### config.mk
export PLATFORM = sky130hd
export DESIGN_NAME = flash_range_guard
export DESIGN_NICKNAME = d
export VERILOG_FILES = /design/src/rtl/frg_pkg.sv /design/src/rtl/frg_range_calc.sv /design/src/rtl/frg_err_status.sv /design/src/rtl/frg_busy_ctrl.sv /design/src/rtl/flash_range_guard.sv
export SDC_FILE = /design/constraint.sdc
export NUM_CORES = 1
export LEC_CHECK = 0
export BUFFER_PORTS_ARGS = -buffer_cell sky130_fd_sc_hd__buf_2
export CORE_ASPECT_RATIO = 0.5
export CORE_MARGIN = 2
export CORE_UTILIZATION = 53
export CTS_CLUSTER_SIZE = 24
export DETAILED_ROUTE_END_ITERATION = 8
export PLACE_DENSITY = 0.8
export SLEW_MARGIN = 10
export SYNTH_ARGS = -nofsm -noshare
export SYNTH_HDL_FRONTEND = slang
export SYNTH_SLANG_ARGS = --single-unit
### constraint.sdc
create_clock -name clk -period 4.9 [get_ports clk]
set_clock_uncertainty 0.05 [all_clocks]
set_input_delay 0.49 -clock clk [delete_from_list [all_inputs] [get_ports clk]]
set_output_delay 0.49 -clock clk [all_outputs]
set_load 0.01 [all_outputs]
### src/rtl/frg_pkg.sv
package frg_pkg;
  typedef enum logic [1:0] {
    M_IND_WR = 2'b00,
    M_IND_RD = 2'b01,
    M_POLL   = 2'b10,
    M_MMAP   = 2'b11
  } frg_mode_e;

  function automatic logic mode_is_indirect(input logic [1:0] m);
    return (m == M_IND_WR) || (m == M_IND_RD);
  endfunction
endpackage

### src/rtl/frg_range_calc.sv
module frg_range_calc #(
  parameter int ADDR_W = 32,
  parameter int LEN_W  = 32,
  parameter int FS_W   = 5
) (
  input  logic [ADDR_W-1:0] addr,
  input  logic [LEN_W-1:0]  len,
  input  logic [FS_W-1:0]   fsize,
  input  logic [1:0]        mode,
  output logic              fault
);
  localparam int WIDE  = (ADDR_W > LEN_W) ? ADDR_W : LEN_W;
  localparam int SUM_W = WIDE + 2;
  localparam logic [FS_W:0] AW_CAP = (FS_W+1)'(ADDR_W);

  logic [FS_W:0]    size_exp;
  logic [SUM_W-1:0] limit;
  logic [SUM_W-1:0] start_ext;
  logic [SUM_W-1:0] end_ext;
  logic             past_start;
  logic             past_end;

  always_comb begin
    size_exp = {1'b0, fsize} + 1'b1;
    if (size_exp >= AW_CAP) limit = SUM_W'(1) << AW_CAP;
    else                    limit = SUM_W'(1) << size_exp;
    start_ext  = SUM_W'(addr);
    end_ext    = start_ext + SUM_W'(len) + SUM_W'(1);
    past_start = (start_ext >= limit);
    past_end   = (end_ext > limit);
    fault      = past_start | (frg_pkg::mode_is_indirect(mode) & past_end);
  end
endmodule

### src/rtl/frg_err_status.sv
module frg_err_status (
  input  logic clk,
  input  logic rst,
  input  logic set_err,
  input  logic err_clr,
  input  logic err_ie,
  output logic err_flag,
  output logic irq
);
  logic flag_nxt;

  always_comb flag_nxt = set_err | (err_flag & ~err_clr);

  always_ff @(posedge clk) begin
    if (rst) begin
      err_flag <= 1'b0;
      irq      <= 1'b0;
    end else begin
      err_flag <= flag_nxt;
      irq      <= flag_nxt & err_ie;
    end
  end

  assert_irq_gated_R9: assert property (@(posedge clk) disable iff (rst)
    irq |-> err_flag);
  assert_sticky_R8: assert property (@(posedge clk) disable iff (rst)
    $fell(err_flag) |-> $past(err_clr));
endmodule

### src/rtl/frg_busy_ctrl.sv
module frg_busy_ctrl (
  input  logic clk,
  input  logic rst,
  input  logic accept,
  input  logic fault,
  input  logic op_done,
  output logic go,
  output logic abort,
  output logic busy
);
  always_ff @(posedge clk) begin
    if (rst) begin
      go    <= 1'b0;
      abort <= 1'b0;
      busy  <= 1'b0;
    end else begin
      go    <= accept & ~fault;
      abort <= accept & fault;
      if (accept & ~fault) busy <= 1'b1;
      else if (op_done)    busy <= 1'b0;
    end
  end

  assert_go_abort_excl_R5: assert property (@(posedge clk) disable iff (rst)
    !(go && abort));
  assert_busy_rise_go_R5: assert property (@(posedge clk) disable iff (rst)
    $rose(busy) |-> go);
  assert_busy_ignore_R6: assert property (@(posedge clk) disable iff (rst)
    busy |=> !abort && !go);
endmodule

### src/rtl/flash_range_guard.sv
module flash_range_guard #(
  parameter int ADDR_W = 32,
  parameter int LEN_W  = 32,
  parameter int FS_W   = 5
) (
  input  logic              clk,
  input  logic              rst,
  input  logic              trig,
  input  logic [1:0]        mode,
  input  logic [ADDR_W-1:0] addr,
  input  logic [LEN_W-1:0]  len,
  input  logic [FS_W-1:0]   fsize,
  input  logic              err_ie,
  input  logic              err_clr,
  input  logic              op_done,
  output logic              go,
  output logic              abort,
  output logic              busy,
  output logic              err_flag,
  output logic              irq
);
  logic fault_c;
  logic accept;

  frg_range_calc #(.ADDR_W(ADDR_W), .LEN_W(LEN_W), .FS_W(FS_W)) u_calc (
    .addr(addr), .len(len), .fsize(fsize), .mode(mode), .fault(fault_c));

  always_comb accept = trig & ~busy & (mode != frg_pkg::M_MMAP);

  frg_busy_ctrl u_busy (
    .clk(clk), .rst(rst), .accept(accept), .fault(fault_c),
    .op_done(op_done), .go(go), .abort(abort), .busy(busy));

  frg_err_status u_err (
    .clk(clk), .rst(rst), .set_err(accept & fault_c), .err_clr(err_clr),
    .err_ie(err_ie), .err_flag(err_flag), .irq(irq));

  assert_mmap_ignore_R7: assert property (@(posedge clk) disable iff (rst)
    (trig && mode == frg_pkg::M_MMAP) |=> !go && !abort);
  assert_err_rise_R2: assert property (@(posedge clk) disable iff (rst)
    $rose(err_flag) |-> abort);
endmodule

==> results of run 1 <==
[layout make-up]
class	instances	area (sq um)	share of cell area
clock buffer	4	78.83	0.01249
multi-input combinational	571	4447	0.7043
inverter	15	56.30	0.008918
timing repair buffer	218	1491	0.2362
tap	112	140.1	0.02220
sequential	5	100.1	0.01585
[timing repair]
action / in CTS / in global routing
setup buffers: 11 / 5
gates resized for setup: 50 / 21
setup endpoints to repair: 5 / 5
pin swaps: 26 / 14
[worst max path at each step]
stage / start / end / slack (ns) / cells past startpoint
after floorplan: addr[7] / u_err.irq$_SDFF_PP0_ / 0.04 / 19
after global placement: addr[0] / u_err.irq$_SDFF_PP0_ / -0.29 / 21
after detailed placement: addr[0] / u_err.irq$_SDFF_PP0_ / -0.45 / 26
after CTS: addr[7] / u_err.irq$_SDFF_PP0_ / -0.05 / 20
after global routing: addr[4] / u_err.irq$_SDFF_PP0_ / -0.39 / 24
final: addr[7] / u_err.irq$_SDFF_PP0_ / -0.16 / 20
[metrics by stage]
step | cells | cell area, sq um | setup slack (ns)
finish | 925 | 6314 | -0.1571
global route | 925 | 6314 | -0.3949
CTS | 920 | 6195 | -0.04947
detailed placement | 905 | 5781 | -0.4545
global placement | 905 | 5781 | -0.2909
floorplan | 606 | 4405 | 0.04022
[per-layer routing]
metal | vias up | global-route usage | wire length, um
met2 | 235 | 0.6140 | 7221
li1 | 2707 | - | -
met1 | 2595 | 0.4424 | 7298
met4 | 0 | 0.1169 | 562
met5 | - | 0 | 0
met3 | 50 | 0.03185 | 1064
[synthesized netlist by cell type (7+ instances only)]
cell	n
a211oi_1	9
a21o_1	32
a21oi_1	51
and2_1	8
and3_1	7
clkbuf_1	11
ha_1	101
inv_1	15
nand2_1	63
nand3_1	25
nand4_1	33
nor2_1	42
nor2b_1	14
nor3_1	16
o211ai_1	7
o21ai_0	32
xnor2_1	31
xor2_1	27
[kinds of logic (layout without fill, tap and decap cells)]
group | count (synthesis) | count (layout) | synth area share
AND/OR/NAND/NOR | 237 | 237 | 0.2751
AO/OA/AOI/OAI | 172 | 172 | 0.2603
adder cells (fa/ha/maj) | 102 | 102 | 0.2922
XOR/XNOR | 58 | 58 | 0.1156
buffers and inverters | 30 | 237 | 0.03076
flip-flops | 5 | 5 | 0.02279
other | 1 | 1 | 0.0008536
multiplexers | 1 | 1 | 0.002279
[cell usage in the layout (no fill, tap or decap), types with 4 or more instances in the layout]
cell type,count
o21a_1,6
and3_1,6
nand4_1,33
buf_2,73
xnor2_1,30
ha_4,4
o21ai_0,30
nor3_2,6
ha_1,96
inv_1,14
dfxtp_1,5
and2_1,6
a211oi_1,7
xor2_1,25
a21o_1,32
buf_4,137
nor2_1,39
a21oi_1,47
nor3_1,9
buf_6,6
o211ai_1,7
o31ai_1,4
nand3_1,23
nand2_1,61
nor2_2,4
nor2b_1,13
[state kept, by name (all words and copies together), names as in the netlist]
signal          cells
u_busy.abort        1
u_busy.busy         1
u_busy.go           1
u_err.err_flag      1
u_err.irq           1
[worst max-delay path: cells and delay by family]
family | cells | cell delay, ns
and+or+nand+nor | 8 | 2.05
AOI/OAI and AO/OA | 7 | 1.54
adders and majority gates | 2 | 0.56
xor gates and xnor gates | 1 | 0.26
buffers and inverters | 2 | 0.24
[report_power, final]
group	switching [uW]	internal, uW	total, uW
combinational	488	466	954
clock	29.0	108	137
sequential	1.21	43.5	44.7
==> impl_metrics.py, run 1 <==
metrics = {
    "clocking": {
        "numCtsBuffers": 3,
        "cts_tree": "done",
        "clock-root-buffer": "clkbuf_16",
        "clkLatencyLatePin_ns": 0.23,
        "cts_num_sinks": 5,
        "htree_num_levels": 1,
        "cts_buffer_depth": 2,
        "clk_pin_slew_ns": 0.03,
        "hold_buffers": 0,
    },
    "layout": {
        "final_util": 0.7863,
        "nNetsFinal": 993,
        "nFillCells": 573,
        "synthToLayoutAreaGrowth_pct": 43.72,
        "n_antenna_cell": 0,
        "layout-drive-gt1-share": 0.3481,
    },
    "critical_path": {
        "start_kind": "primary input",
        "worstPathMaxFanout": 5,
        "cp-end-kind": "register",
        "path_cells": "buf_8 -> ha_4 -> a211o_1 -> a21oi_2 -> buf_4 -> a2111o_1 -> o21bai_2 -> xor2_1 -> nand2_2 -> or3_4 -> or4_4 -> or4_4 -> nor3b_2 -> ha_1 -> nand4_1 -> nor2_2 -> a211oi_2 -> o211ai_1 -> a41o_1 -> and2_1",
        "critPathSlowestCell": "or4_4",
        "ff2ff_path_depth": 3,
        "critPathArrivalTime_ns": 5.13,
        "r2r_setup_slack_ns": 3.92,
        "critPathRequiredTime_ns": 4.97,
        "worstSetupPathType": "primary input to register",
        "cp_slowest_stage_delay_ns": 0.55,
        "crit_top_cell": "or4_4",
        "reg2reg_from": "u_err.err_flag$_SDFF_PP0_",
        "r2r-end": "u_err.irq$_SDFF_PP0_",
    },
    "worst_hold_path": {
        "hp-start": "err_ie",
        "hold_depth": 2,
        "min_to": "u_err.irq$_SDFF_PP0_",
        "hp-class": "primary input to register",
    },
    "run_status": {
        "status": "complete, but fails checks",
        "violations": "setup timing",
    },
    "die": {
        "core_area_sq_um": 8029,
        "dieArea_sq_um": 9077,
        "fp.dieW_um": 132.8,
        "start_util": 0.5471,
        "row_count": 23,
        "die_h_um": 68.38,
        "boundaryPins": 82,
    },
    "grt": {
        "grt_pass1_wl_mm": 25.02,
        "gr-usage-all-layers": 0.3425,
        "grt_pass1_vias": 5338,
        "grt_max_degree": 14,
        "grt_overflow": 0,
        "antenna_found_initial": 0,
    },
    "detailed_routing": {
        "drt_iter0_drc": 413,
        "route.detailed.drc": 0,
        "drt_first_pass_iters": 5,
        "antenna_left": 0,
        "viasPerCell": 6.040,
        "wirelength_mm": 16.15,
        "vias": 5587,
        "post_drt_wl_per_cell_um": 17.46,
    },
    "logic_synthesis": {
        "synth-seq-area-share": 0.02279,
        "synth_seq_cells": 5,
        "synth.distinct_cells": 62,
        "yosys_warnings": 0,
        "synth_edf_count": 0,
        "syn_inst": 606,
        "synth-main-ff-cell": "dfxtp_1",
        "async_reset_ff_frac": 0,
        "synth.avg_cell_area_sq_um": 7.249,
        "synth_area_leaders": "ha_1 29%, xnor2_1 6.2%, a21oi_1 5.8%",
        "yosys.area.top_type": "ha_1",
        "synth.top_cell.area_share": 0.2877,
        "syn_nets": 785,
        "synth_area_sq_um": 4393,
    },
    "timing": {
        "fin_crit_ns": 5.057,
        "relSlewSlack": 0.6158,
        "tightest_slew_ns": 0.5728,
        "fin_setup_tns_ns": -0.4139,
        "hold_slack_ns": 0.4077,
        "finalCritPeriodShare": 1.032,
        "fmax_mhz": 197.7,
        "finalSetupViolCount": 3,
        "rsz0062_at_grt": "yes",
        "setup_slack_ns": -0.1571,
        "hold_violations": 0,
        "drv_slew": 0,
    },
    "pwr": {
        "ir_drop_mv": 0.2066,
        "p_leak_uw": 0.002940,
        "cellPowerDensity_nw_per_um2": 179.8,
        "p_total_uw": 1135,
    },
    "placed_design": {
        "gp_congestion": 0.9725,
        "dp_hpwl_mm": 12.53,
        "io_buffer_count": 81,
    },
    "flow_run": {
        "drv_cap": 0,
    },
}
Note: power is estimated with default switching activity, not from simulation.
==> inputs of run 2 (changes only) <==
--- a/config.mk
+++ b/config.mk
@@ -11,7 +11,7 @@
 export CORE_UTILIZATION = 53
 export CTS_CLUSTER_SIZE = 24
 export DETAILED_ROUTE_END_ITERATION = 8
-export PLACE_DENSITY = 0.8
+export PLACE_DENSITY = 0.81
 export SLEW_MARGIN = 10
 export SYNTH_ARGS = -nofsm -noshare
 export SYNTH_HDL_FRONTEND = slang
==> run 2 against run 1 <==
- the flow still finishes with violations (setup timing)
- final area fell by 0.73%
- setup slack got worse by 0.045 ns
- first-iteration DRC count rose by 15%
- worst hold slack improved by 0.030 ns
- highest routed layer unchanged
==> impl_metrics.py, run 2 (synthesized netlist as in run 1, its figures left out) <==
metrics = {
    "critical_path": {
        "worstPathMaxFanout": 3,
        "r2r-end": "u_busy.busy$_SDFFE_PP0P_",
        "ff2ff_path_depth": 4,
        "critPathArrivalTime_ns": 5.17,
        "path_buf_inv": 4,
        "path_cells": "buf_2 -> ha_1 -> a21o_1 -> and4_4 -> o211ai_1 -> nand3_1 -> buf_4 -> o21bai_1 -> xor2_1 -> nor4_2 -> buf_4 -> nand4_1 -> buf_4 -> nor4_2 -> xnor2_1 -> ha_1 -> o21ai_0 -> a21oi_2 -> a211oi_2 -> o211ai_1 -> a41o_1 -> and2_4",
        "critPathRequiredTime_ns": 4.97,
        "cp_slowest_stage_delay_ns": 0.43,
        "cp_top_family": "compound AO/OA/AOI/OAI gates",
        "reg2reg_from": "u_busy.busy$_SDFFE_PP0P_",
        "r2r_setup_slack_ns": 3.91,
        "start_kind": "primary input",
        "critPathSlowestCell": "o21ai_0",
        "cp-end-kind": "register",
        "crit_top_cell": "buf_4",
        "worstSetupPathType": "primary input to register",
    },
    "detailed_routing": {
        "wirelength_mm": 16.23,
        "drt_first_pass_iters": 5,
        "route.detailed.drc": 0,
        "viasPerCell": 6.188,
        "vias": 5687,
        "antenna_left": 0,
        "drt_iter0_drc": 475,
        "post_drt_wl_per_cell_um": 17.66,
    },
    "grt": {
        "antenna_found_initial": 0,
        "grt_pass1_vias": 5044,
        "grt_pass1_wl_mm": 23.80,
        "grt_overflow": 0,
        "grt_max_degree": 14,
        "gr-usage-all-layers": 0.3279,
    },
    "pwr": {
        "ir_drop_mv": 0.2441,
        "cellPowerDensity_nw_per_um2": 180.4,
        "p_leak_uw": 0.002915,
    },
    "die": {
        "dieArea_sq_um": 9077,
        "core_area_sq_um": 8029,
        "row_count": 23,
        "die_h_um": 68.38,
        "boundaryPins": 82,
        "fp.dieW_um": 132.8,
        "start_util": 0.5471,
    },
    "clocking": {
        "htree_num_levels": 1,
        "clock-root-buffer": "clkbuf_16",
        "clk_pin_slew_ns": 0.04,
        "numCtsBuffers": 3,
        "cts_buffer_depth": 2,
        "clkLatencyLatePin_ns": 0.23,
        "cts_num_sinks": 5,
        "cts_tree": "done",
    },
    "layout": {
        "nNetsFinal": 987,
        "synthToLayoutAreaGrowth_pct": 42.67,
        "final_common_cell": "buf_4",
        "layout.area.seq_sq_um": 100.1,
        "final_cells": 919,
        "multi_input_area_sq_um": 4471,
        "final_cell_mix": "129 x buf_4, 95 x ha_1, 77 x buf_2",
        "nFillCells": 567,
        "n_antenna_cell": 0,
        "layout-drive-gt1-share": 0.3470,
        "final_area_sq_um": 6267,
    },
    "timing": {
        "finalSetupViolCount": 5,
        "tightest_slew_ns": 0.5615,
        "rsz0062_at_grt": "yes",
        "drv_slew": 0,
        "setup_slack_ns": -0.2018,
        "finalCritPeriodShare": 1.041,
        "fin_crit_ns": 5.102,
        "hold_violations": 0,
        "relSlewSlack": 0.6230,
        "fmax_mhz": 196.0,
    },
    "placed_design": {
        "place_area_sq_um": 5751,
        "gp_congestion": 0.9924,
        "preCtsSetupSlack_ns": -0.4507,
        "io_buffer_count": 81,
        "dp_cells": 901,
        "dp_hpwl_mm": 12.55,
    },
    "worst_hold_path": {
        "hold_depth": 2,
        "hp-start": "err_ie",
        "min_to": "u_err.irq$_SDFF_PP0_",
        "hp-class": "primary input to register",
    },
    "run_status": {
        "status": "complete, but fails checks",
        "violations": "setup timing",
    },
    "flow_run": {
        "drv_cap": 0,
    },
}
[run 2: cell count changes in the layout (fill, tap and decap cells not counted), sizes merged]
cell and delta:
buf -6
[run 2: per-stage QoR]
step	util	total power [uW]	hold slack (ns)	TNS (ns)
after global placement	0.7162	846.0	0.4216	-0.9053
after global routing	0.7806	1219	0.4410	-1.282
final	0.7806	1130	0.4379	-0.5516
after CTS	0.7463	1044	0.4212	-0.2323
after floorplan	-	550.8	0.4672	0
after detailed placement	0.7162	876.5	0.4439	-1.554
[run 2: layout make-up]
type,instances,area share
Clock buffer,4,0.01258
Timing Repair Buffer,212,0.2268
Multi-Input combinational cell,571,0.7133
Tap cell,112,0.02236
Sequential cell,5,0.01597
Inverter,15,0.008984
[run 2: report_power, final]
part | internal, uW | switching (uW)
clock | 108 | 28.8
sequential | 43.4 | 1.15
combinational | 460 | 489
[run 2: layer usage]
metal / global-route usage / share of wire
met5: 0 / 0
met3: 0.03778 / 0.099
met2: 0.5790 / 0.45
met4: 0.07258 / 0.033
met1: 0.4380 / 0.42
[run 2: worst max path at each step]
stage	slack, ns	to	startpoint	depth (start not counted)
floorplan	0.04	u_err.irq$_SDFF_PP0_	addr[7]	19
global placement	-0.30	u_err.irq$_SDFF_PP0_	addr[0]	21
detailed placement	-0.45	u_err.irq$_SDFF_PP0_	addr[0]	21
CTS	-0.13	u_err.irq$_SDFF_PP0_	addr[0]	21
global route	-0.35	u_err.irq$_SDFF_PP0_	addr[4]	22
finish	-0.20	u_err.irq$_SDFF_PP0_	addr[1]	22
[run 2: worst register-to-register path: cells and delay by family, from the launching register on]
kind	cells	cell delay [ns]
DFF	1	0.32
AOI/OAI and AO/OA	1	0.10
and+or+nand+nor	3	0.47
[run 2: timing repair]
item / in CTS / in global routing
setup endpoints to repair: 5 / 5
gates resized for setup: 23 / 46
pin swaps: 26 / 30
hold buffers: 0 / 0
setup buffers: 5 / 9
==> inputs of run 3 (changes only) <==
==> constraint.sdc (replaced) <==
create_clock -name clk -period 4.9 [get_ports clk]
set_clock_uncertainty 0.05 [all_clocks]
set_input_delay 0.245 -clock clk [delete_from_list [all_inputs] [get_ports clk]]
set_output_delay 0.245 -clock clk [all_outputs]
set_load 0.01 [all_outputs]
==> run 3 against run 2 <==
- combinational power down 5.1%
- critical endpoint is now u_busy.busy$_SDFFE_PP0P_
- fmax rose by 4.0%
- sequential share of layout area about the same
- non-clock buffer count decreased by 16
- the flow still finishes with violations (setup timing)
- via count fell by 4.4%
- first-iteration DRC count down 4.6%
- setup slack improved by 0.19 ns
==> impl_metrics.py, run 3 (synthesized netlist as in run 1, its figures left out) <==
metrics = {
    "pwr": {
        "p_total_uw": 1083,
        "cellPowerDensity_nw_per_um2": 177.9,
        "p_leak_uw": 0.002820,
        "ir_drop_mv": 0.2094,
    },
    "grt": {
        "gr-usage-all-layers": 0.3124,
        "grt_pass1_vias": 4801,
        "grt_overflow": 0,
        "grt_max_degree": 14,
        "antenna_found_initial": 0,
        "grt_pass1_wl_mm": 22.63,
    },
    "layout": {
        "final_common_cell": "buf_4",
        "n_antenna_cell": 0,
        "layout-drive-gt1-share": 0.3135,
        "synthToLayoutAreaGrowth_pct": 38.59,
        "final_cell_mix": "113 x buf_4, 96 x ha_1, 77 x buf_2",
        "nNetsFinal": 971,
    },
    "critical_path": {
        "cp_slowest_stage_delay_ns": 0.46,
        "critPathRequiredTime_ns": 4.97,
        "path_buf_inv": 3,
        "worstPathMaxFanout": 7,
        "critPathSlowestCell": "or4_4",
        "cp-end-kind": "register",
        "critPathArrivalTime_ns": 4.98,
        "worstSetupPathType": "primary input to register",
        "cp_top_family": "simple AND/OR/NAND/NOR gates",
        "path_cells": "buf_2 -> ha_4 -> o21a_1 -> buf_4 -> o2bb2ai_4 -> and2_4 -> o21a_1 -> a2111oi_4 -> nand4_2 -> or3_4 -> or4_4 -> or4_4 -> nor3b_2 -> ha_1 -> nand4_1 -> nor2_2 -> a41o_1 -> o211ai_1 -> buf_4 -> nor2_2 -> a21o_1",
        "start_kind": "primary input",
    },
    "timing": {
        "finalCritPeriodShare": 1.001,
        "relSlewSlack": 0.6405,
        "fin_setup_tns_ns": -0.006973,
        "fin_crit_ns": 4.907,
        "setup_slack_ns": -0.006973,
        "hold_violations": 0,
        "rsz0062_at_grt": "yes",
        "hold_slack_ns": 0.1677,
        "tightest_slew_ns": 0.5373,
        "finalSetupViolCount": 1,
        "drv_slew": 0,
        "fmax_mhz": 203.8,
    },
    "detailed_routing": {
        "route.detailed.drc": 0,
        "drt_first_pass_iters": 5,
        "wirelength_mm": 15.59,
        "antenna_left": 0,
        "vias": 5435,
        "post_drt_wl_per_cell_um": 17.26,
        "drt_iter0_drc": 453,
        "viasPerCell": 6.019,
    },
    "clocking": {
        "clkLatencyLatePin_ns": 0.23,
        "clock-root-buffer": "clkbuf_16",
        "cts_tree": "done",
        "htree_num_levels": 1,
        "clk_pin_slew_ns": 0.03,
        "cts_num_sinks": 5,
        "hold_buffers": 0,
        "cts_buffer_depth": 2,
        "numCtsBuffers": 3,
    },
    "die": {
        "die_h_um": 68.38,
        "core_area_sq_um": 8029,
        "boundaryPins": 82,
        "fp.dieW_um": 132.8,
        "start_util": 0.5471,
        "row_count": 23,
        "dieArea_sq_um": 9077,
    },
    "flow_run": {
        "drv_cap": 0,
    },
    "worst_hold_path": {
        "hp-class": "primary input to register",
    },
    "run_status": {
        "violations": "setup timing",
        "status": "complete, but fails checks",
    },
    "placed_design": {
        "io_buffer_count": 81,
        "dp_hpwl_mm": 12.26,
        "gp_congestion": 0.9527,
    },
}
[run 3: metrics by stage]
stage	instance area, sq um	util	worst slack [ns]	instances
after floorplan	4393	-	0.1480	606
after global placement	5573	0.6941	-0.2287	879
after detailed placement	5573	0.6941	-0.3718	879
after CTS	5736	0.7144	0.001230	887
after global routing	6088	0.7583	-0.2585	903
final	6088	0.7583	-0.006973	903
[run 3: report_power, final]
part	leakage, uW	total (uW)	internal, uW	switching (uW)
Sequential	0.0000409	44.7	43.4	1.29
Clock	0.0000382	138	108	29.7
Combinational	0.00274	901	433	467
[run 3: area by class of cell]
type                            instances  area (sq um)
Timing Repair Buffer                  196          1305
Clock buffer                            4         78.83
Sequential cell                         5         100.1
Fill cell                             612          1941
Inverter                               15         56.30
Tap cell                              112         140.1
Multi-Input combinational cell        571          4408
[run 3: per-layer routing]
| metal | wire, um | track usage | share of wire |
|---|---|---|---|
| met1 | 7201 | 0.4261 | 0.46 |
| met5 | 0 | 0 | 0 |
| met3 | 1114 | 0.03037 | 0.071 |
| met4 | 261 | 0.04301 | 0.017 |
| met2 | 7011 | 0.5557 | 0.45 |
[run 3: what timing repair did]
item,in CTS,in global routing
gates resized for setup,12,43
buffers inserted,4,16
pin swaps,9,40
endpoints found under the setup margin,3,5
[run 3: worst paths after layout]
path,end,slack (ns),cells past startpoint,start
worst max-delay path,u_busy.busy$_SDFFE_PP0P_,-0.007,21,addr[8]
worst min-delay path,u_err.irq$_SDFF_PP0_,0.17,2,err_ie
worst max register to register,u_err.irq$_SDFF_PP0_,3.89,3,u_busy.busy$_SDFFE_PP0P_
worst min register to register,u_busy.busy$_SDFFE_PP0P_,0.49,1,u_busy.busy$_SDFFE_PP0P_
